### config.mk
export PLATFORM = sky130hd
export DESIGN_NAME = env_rate_prescaler
export DESIGN_NICKNAME = d
export VERILOG_FILES = /design/src/rtl/env_presc_pkg.sv /design/src/rtl/presc_rate_mux.sv /design/src/rtl/presc_term_table.sv /design/src/rtl/presc_lfsr.sv /design/src/rtl/env_rate_prescaler.sv
export SDC_FILE = /design/constraint.sdc
export NUM_CORES = 1
export LEC_CHECK = 0
export CORE_ASPECT_RATIO = 0.8
export CORE_MARGIN = 4
export CORE_UTILIZATION = 56
export CTS_CLUSTER_DIAMETER = 200
export DETAILED_ROUTE_END_ITERATION = 7
export GPL_TIMING_DRIVEN = 1
export PLACE_DENSITY_LB_ADDON = 0.12
export SLEW_MARGIN = 15
export SYNTH_ARGS = -nofsm -noshare
export SYNTH_HDL_FRONTEND = slang
export SYNTH_SLANG_ARGS = --single-unit
### constraint.sdc
create_clock -name clk -period 4.11 [get_ports clk]
set_input_delay 0.6165 -clock clk [delete_from_list [all_inputs] [get_ports clk]]
set_output_delay 0.6165 -clock clk [all_outputs]
set_load 0.005 [all_outputs]
### src/rtl/env_presc_pkg.sv
package env_presc_pkg;

   typedef enum logic [1:0] {
      PH_ATTACK  = 2'd0,
      PH_DECAY   = 2'd1,
      PH_RELEASE = 2'd2,
      PH_REL_ALT = 2'd3
   } phase_e;

   localparam int unsigned DEF_RATE_W = 4;
   localparam int unsigned DEF_LFSR_W = 15;

endpackage

### src/rtl/presc_rate_mux.sv
module presc_rate_mux
   import env_presc_pkg::*;
#(
   parameter int unsigned RATE_W = DEF_RATE_W
) (
   input  logic [RATE_W-1:0] atk_code,
   input  logic [RATE_W-1:0] dcy_code,
   input  logic [RATE_W-1:0] rel_code,
   input  logic [1:0]        sel,
   output logic [RATE_W-1:0] code
);

   phase_e ph;

   always_comb begin
      ph = phase_e'(sel);
      unique case (ph)
         PH_ATTACK: code = atk_code;
         PH_DECAY:  code = dcy_code;
         default:   code = rel_code;
      endcase
   end

endmodule

### src/rtl/presc_term_table.sv
module presc_term_table #(
   parameter int unsigned LFSR_W  = 15,
   parameter int unsigned RATE_W  = 4,
   parameter int unsigned TAP_A   = 14,
   parameter int unsigned TAP_B   = 13,
   parameter int unsigned N_CODES = 2**RATE_W,
   parameter int unsigned PERIODS [N_CODES] = '{8, 32, 63, 95, 149, 220, 267, 313,
                                                392, 977, 1954, 3126, 3907, 11720, 19532, 31251}
) (
   input  logic [RATE_W-1:0] code,
   output logic [LFSR_W-1:0] term
);

   localparam logic [LFSR_W-1:0] ONES   = {LFSR_W{1'b1}};
   localparam int unsigned       MAX_PER = (2**LFSR_W) - 1;

   typedef logic [LFSR_W-1:0][LFSR_W-1:0] lmap_t;

   // single shift of the register
   function automatic logic [LFSR_W-1:0] shift1(input logic [LFSR_W-1:0] s);
      return {s[LFSR_W-2:0], s[TAP_A] ^ s[TAP_B]};
   endfunction

   // apply a linear map (columns are images of unit vectors)
   function automatic logic [LFSR_W-1:0] map_apply(input lmap_t m, input logic [LFSR_W-1:0] v);
      logic [LFSR_W-1:0] r;
      r = '0;
      for (int i = 0; i < int'(LFSR_W); i++)
         if (v[i]) r ^= m[i];
      return r;
   endfunction

   function automatic lmap_t map_square(input lmap_t m);
      lmap_t n;
      for (int i = 0; i < int'(LFSR_W); i++)
         n[i] = map_apply(m, m[i]);
      return n;
   endfunction

   // state reached k shifts after all ones, by repeated squaring
   function automatic logic [LFSR_W-1:0] jump_from_ones(input int unsigned k);
      lmap_t             m;
      logic [LFSR_W-1:0] e;
      logic [LFSR_W-1:0] v;
      for (int i = 0; i < int'(LFSR_W); i++) begin
         e    = '0;
         e[i] = 1'b1;
         m[i] = shift1(e);
      end
      v = ONES;
      for (int j = 0; j <= int'(LFSR_W); j++) begin
         if (((k >> j) & 1) != 0) v = map_apply(m, v);
         m = map_square(m);
      end
      return v;
   endfunction

   logic [LFSR_W-1:0] tbl [N_CODES];

   generate
      if (N_CODES != 2**RATE_W) begin : g_bad_codes
         $error("period table size must match the rate code width");
      end
      for (genvar g = 0; g < int'(N_CODES); g++) begin : g_term
         if (PERIODS[g] < 2 || PERIODS[g] > MAX_PER) begin : g_bad_period
            $error("period out of range for the register length");
         end
         localparam logic [LFSR_W-1:0] TERM_PAT = jump_from_ones(PERIODS[g] - 1);
         assign tbl[g] = TERM_PAT;
      end
   endgenerate

   assign term = tbl[code];

endmodule

### src/rtl/presc_lfsr.sv
module presc_lfsr #(
   parameter int unsigned LFSR_W = 15,
   parameter int unsigned TAP_A  = 14,
   parameter int unsigned TAP_B  = 13
) (
   input  logic              clk,
   input  logic              rst,
   input  logic              reload,
   output logic [LFSR_W-1:0] state
);

   localparam logic [LFSR_W-1:0] ONES = {LFSR_W{1'b1}};

   generate
      if (LFSR_W < 4) begin : g_bad_w
         $error("register too short");
      end
      if (TAP_A >= LFSR_W || TAP_B >= LFSR_W || TAP_A == TAP_B) begin : g_bad_taps
         $error("feedback taps must be distinct and inside the register");
      end
   endgenerate

   logic [LFSR_W-1:0] q;
   logic              fb;

   assign fb = q[TAP_A] ^ q[TAP_B];

   always_ff @(posedge clk) begin
      if (rst || reload) q <= ONES;
      else               q <= {q[LFSR_W-2:0], fb};
   end

   assign state = q;

   // reset leaves all ones
   p_reset_ones_r1: assert property (@(posedge clk) rst |=> (state == ONES))
      else $error("register not all ones after reset");

   // zero is never entered
   p_nonzero_r2: assert property (@(posedge clk) disable iff (rst) state != '0)
      else $error("register locked at zero");

endmodule

### src/rtl/env_rate_prescaler.sv
module env_rate_prescaler
   import env_presc_pkg::*;
#(
   parameter int unsigned LFSR_W  = DEF_LFSR_W,
   parameter int unsigned RATE_W  = DEF_RATE_W,
   parameter int unsigned TAP_A   = 14,
   parameter int unsigned TAP_B   = 13,
   parameter int unsigned N_CODES = 2**RATE_W,
   parameter int unsigned PERIODS [N_CODES] = '{8, 32, 63, 95, 149, 220, 267, 313,
                                                392, 977, 1954, 3126, 3907, 11720, 19532, 31251}
) (
   input  logic              clk,
   input  logic              rst,
   input  logic [RATE_W-1:0] rate_atk,
   input  logic [RATE_W-1:0] rate_dcy,
   input  logic [RATE_W-1:0] rate_rel,
   input  logic [1:0]        phase_sel,
   output logic              step
);

   localparam logic [LFSR_W-1:0] ONES = {LFSR_W{1'b1}};

   logic [RATE_W-1:0] code;
   logic [LFSR_W-1:0] term;
   logic [LFSR_W-1:0] lfsr_state;
   logic              match;
   logic              step_q;

   presc_rate_mux #(.RATE_W(RATE_W)) u_mux (
      .atk_code (rate_atk),
      .dcy_code (rate_dcy),
      .rel_code (rate_rel),
      .sel      (phase_sel),
      .code     (code)
   );

   presc_term_table #(
      .LFSR_W  (LFSR_W),
      .RATE_W  (RATE_W),
      .TAP_A   (TAP_A),
      .TAP_B   (TAP_B),
      .N_CODES (N_CODES),
      .PERIODS (PERIODS)
   ) u_tbl (
      .code (code),
      .term (term)
   );

   presc_lfsr #(
      .LFSR_W (LFSR_W),
      .TAP_A  (TAP_A),
      .TAP_B  (TAP_B)
   ) u_lfsr (
      .clk    (clk),
      .rst    (rst),
      .reload (match),
      .state  (lfsr_state)
   );

   assign match = (lfsr_state == term);

   always_ff @(posedge clk) begin
      if (rst) step_q <= 1'b0;
      else     step_q <= match;
   end

   assign step = step_q;

   // no strobe after a reset edge
   p_rst_quiet_r1: assert property (@(posedge clk) rst |=> !step)
      else $error("strobe during reset");

   // strobe lasts one cycle
   p_single_pulse_r6: assert property (@(posedge clk) disable iff (rst) step |=> !step)
      else $error("strobe longer than one cycle");

   // every strobe coincides with a fresh all-ones register
   p_reload_r7: assert property (@(posedge clk) disable iff (rst) step |-> (lfsr_state == ONES))
      else $error("register not reloaded on step");

endmodule

==> flow_summary.toml <==
[outcome]
run_status = "completed"

[min_path]
hold_depth = 2
hold_path.class = "reg2reg"
worstHoldStart = "u_lfsr.state[2]"
whs_endpoint = "u_lfsr.state[3]"

[timing]
fin_ws_ns = 0.429
hold_violations = 0
slew_headroom_pct = 58.8
setup_viol = 0
skew_ns = 0.00258
finalSetupTns_ns = 0
fmax_mhz = 272
fin_crit_ns = 3.68
worstMarginPinSlew_ns = 0.617
post-route-period-util_pct = 89.6
whs_ns = 0.474
maxSlewViolCount = 0
rsz0062_at_grt = "no"

[place]
dp_hpwl_um = 2630
placed_cells = 210
gp_congestion = 0.881
portBuffers = 16
dp_slack_ns = 0.147
placed_area_um2 = 1630

[run]
drv_cap = 0

[setup_path]
ff2ff_setup_slack_ns = 2.20
crit_chain = "clkdlybuf4s50_1, mux2i_1, o21ai_1, buf_4, ha_1, inv_1, nor2_1, mux2_4, o21ai_1, o2111ai_1, or4_1, buf_4, o21ai_0"
critical-path-top-delay-family = "buffers and inverters"
cp_max_fo = 16
required_ns = 4.32
critPathLaunchType = "primary input"
crit_type = "in2reg"
r2r_start = "u_lfsr.state[5]"
cp.arrival_ns = 3.89
reg2reg_depth = 7
cpMaxStageDelayCell = "clkdlybuf4s50_1"
r2r-end = "u_lfsr.state[0]"
cp_num_buf_inv = 4
critPathMaxStageDelay_ns = 0.65
setup.worst_path.end_class = "register"

[final_layout]
final_nets = 202
seq_area_um2 = 320
final_cell_mix = "nor2_1, clkdlybuf4s50_1, dfxtp_1, mux2i_1, o21ai_2"
post-route-cell-area_um2 = 1670
drive_above_1_share_pct = 20.2
utilization_pct = 67.6
area_growth_pct = 14.5
multi_input_area_um2 = 1010
antennaDiodeCount = 0
final_common_cell = "nor2_1"
final_cells = 214
n_fill_cell = 237

[routing]
drtIter0Drc = 64
wl_per_cell_um = 15.5
routed_wl_um = 3320
ant_nets = 0
vias = 1252
drc = 0
first_pass_iters = 4
drt-vias-per-instance = 5.85

[pwr]
power.leakage_nw = 0.638
swShare_pct = 32.0
power.total_uw = 427
p_int_uw = 290
peakVddDrop_mv = 0.195
seqPwrFrac_pct = 37.2
switching_power_uw = 137
p_per_area_nw_per_um2 = 256
combPwrFrac_pct = 39.0
power_frac_clock_pct = 23.9

[synth]
synth-seq-cells = 16
syn_area_um2 = 1450
ys_types = 52
syn_inst = 162
async_reset_ff_share_pct = 0
synth_edf_count = 0
avgSynthCellArea_um2 = 8.97
synth-warning-count = 0
ys.flop_type = "dfxtp_1"
seq_area_frac_synth_pct = 22.0
syn-num-nets = 185

[clock_network]
postCtsSetupBuffers = 0
numClockSinks = 16
post_cts.resized_instances = 0
cts_tree = "built"
clk_pin_slew_worst_paths_ns = 0.09
root_buffer = "clkbuf_4"
cts_made_buffers = 3
htreeDepth = 1
cts_max_path_buffers = 2
hold_buffers = 0
clock_latency_ns = 0.28

[floorplan]
io-pin-count = 17
core_um2 = 2460
initial_core_util_pct = 59.0
row_count = 16
die_h_um = 53.6
die_area_um2 = 3480
die_w_um = 65.0

[global_route]
grt_max_degree = 17
grt_usage_pct = 22.2
grt_pass1_wl_um = 5820
antenna_found_initial = 0
grt_overflow_total = 0
grt_pass1_vias = 1259
logic make-up (layout without fill, tap and decap cells):
family / Yosys count / after routing / share of synthesized area (%)
buf+inv: 20 / 36 / 8.18
fa+ha+maj: 7 / 7 / 6.02
flops: 16 / 16 / 22.0
xor+xnor: 11 / 11 / 6.63
compound gates: 52 / 52 / 28.1
mux: 16 / 16 / 15.4
simple gates: 40 / 40 / 13.7
cell type report:
class / count / share of cell area (%)
Clock buffer: 4 / 2.18
Inverter: 9 / 2.18
Multi-Input combinational cell: 126 / 60.9
Sequential cell: 16 / 19.2
Tap cell: 36 / 2.70
Timing Repair Buffer: 23 / 12.8
worst max-delay path by stage:
stage                             from          endpoint  slack [ns]  cells after the start
after detailed placement  phase_sel[0]   u_lfsr.state[0]        0.15                     13
after CTS                 phase_sel[0]   u_lfsr.state[0]        0.44                     13
after global routing      phase_sel[0]  u_lfsr.state[12]        0.22                     13
after global placement    phase_sel[0]  u_lfsr.state[11]        0.28                     13
final                     phase_sel[0]   u_lfsr.state[0]        0.43                     13
after floorplan           phase_sel[0]  u_lfsr.state[14]        0.75                     14
worst register-to-register path: stages, from the launching register on:
cell and delay (ns):
dfxtp_1 0.38, nor2_1 0.05, mux2_4 0.25, o21ai_1 0.13, o2111ai_1 0.12, or4_1 0.52
buf_4 0.22, o21ai_0 0.17
sequential cells by signal, summed over array words and instances, names as in the netlist:
name / count
step: 1
u_lfsr.state: 15
power by group through the flow:
stage               registers [mW]  logic (mW)  clock network (mW)
floorplan                    0.162       0.123                   0
global placement             0.162       0.160                   0
detailed placement           0.162       0.164                   0
finish                       0.159       0.166               0.102
global route                 0.159       0.182               0.113
CTS                          0.159       0.165               0.105
routing by layer:
metal  GRT usage (%)  part of all wire, %
met2            39.2                   47
met3            5.01                  4.3
met4            4.56                 0.42
met1            28.3                   48
met5               0                    0
cell usage after synthesis, types with 3 or more instances:
cell type  instances  share of area, %
mux2i_1            9               6.2
nor2_1            21               5.4
a21oi_1            5               1.7
buf_2              3               1.0
nor2b_1            3               1.3
ha_1               7               6.0
buf_6              4               3.1
xnor2_1            4               2.4
o21ai_2            9               5.4
a211o_1            3               1.8
o21ai_0            8               2.8
mux4_2             4               6.2
xor2_1             7               4.2
nand2_1            4               1.0
inv_1              7               1.8
dfxtp_1           16                22
o211ai_1           3               1.5
Note: power is estimated with default switching activity, not from simulation.
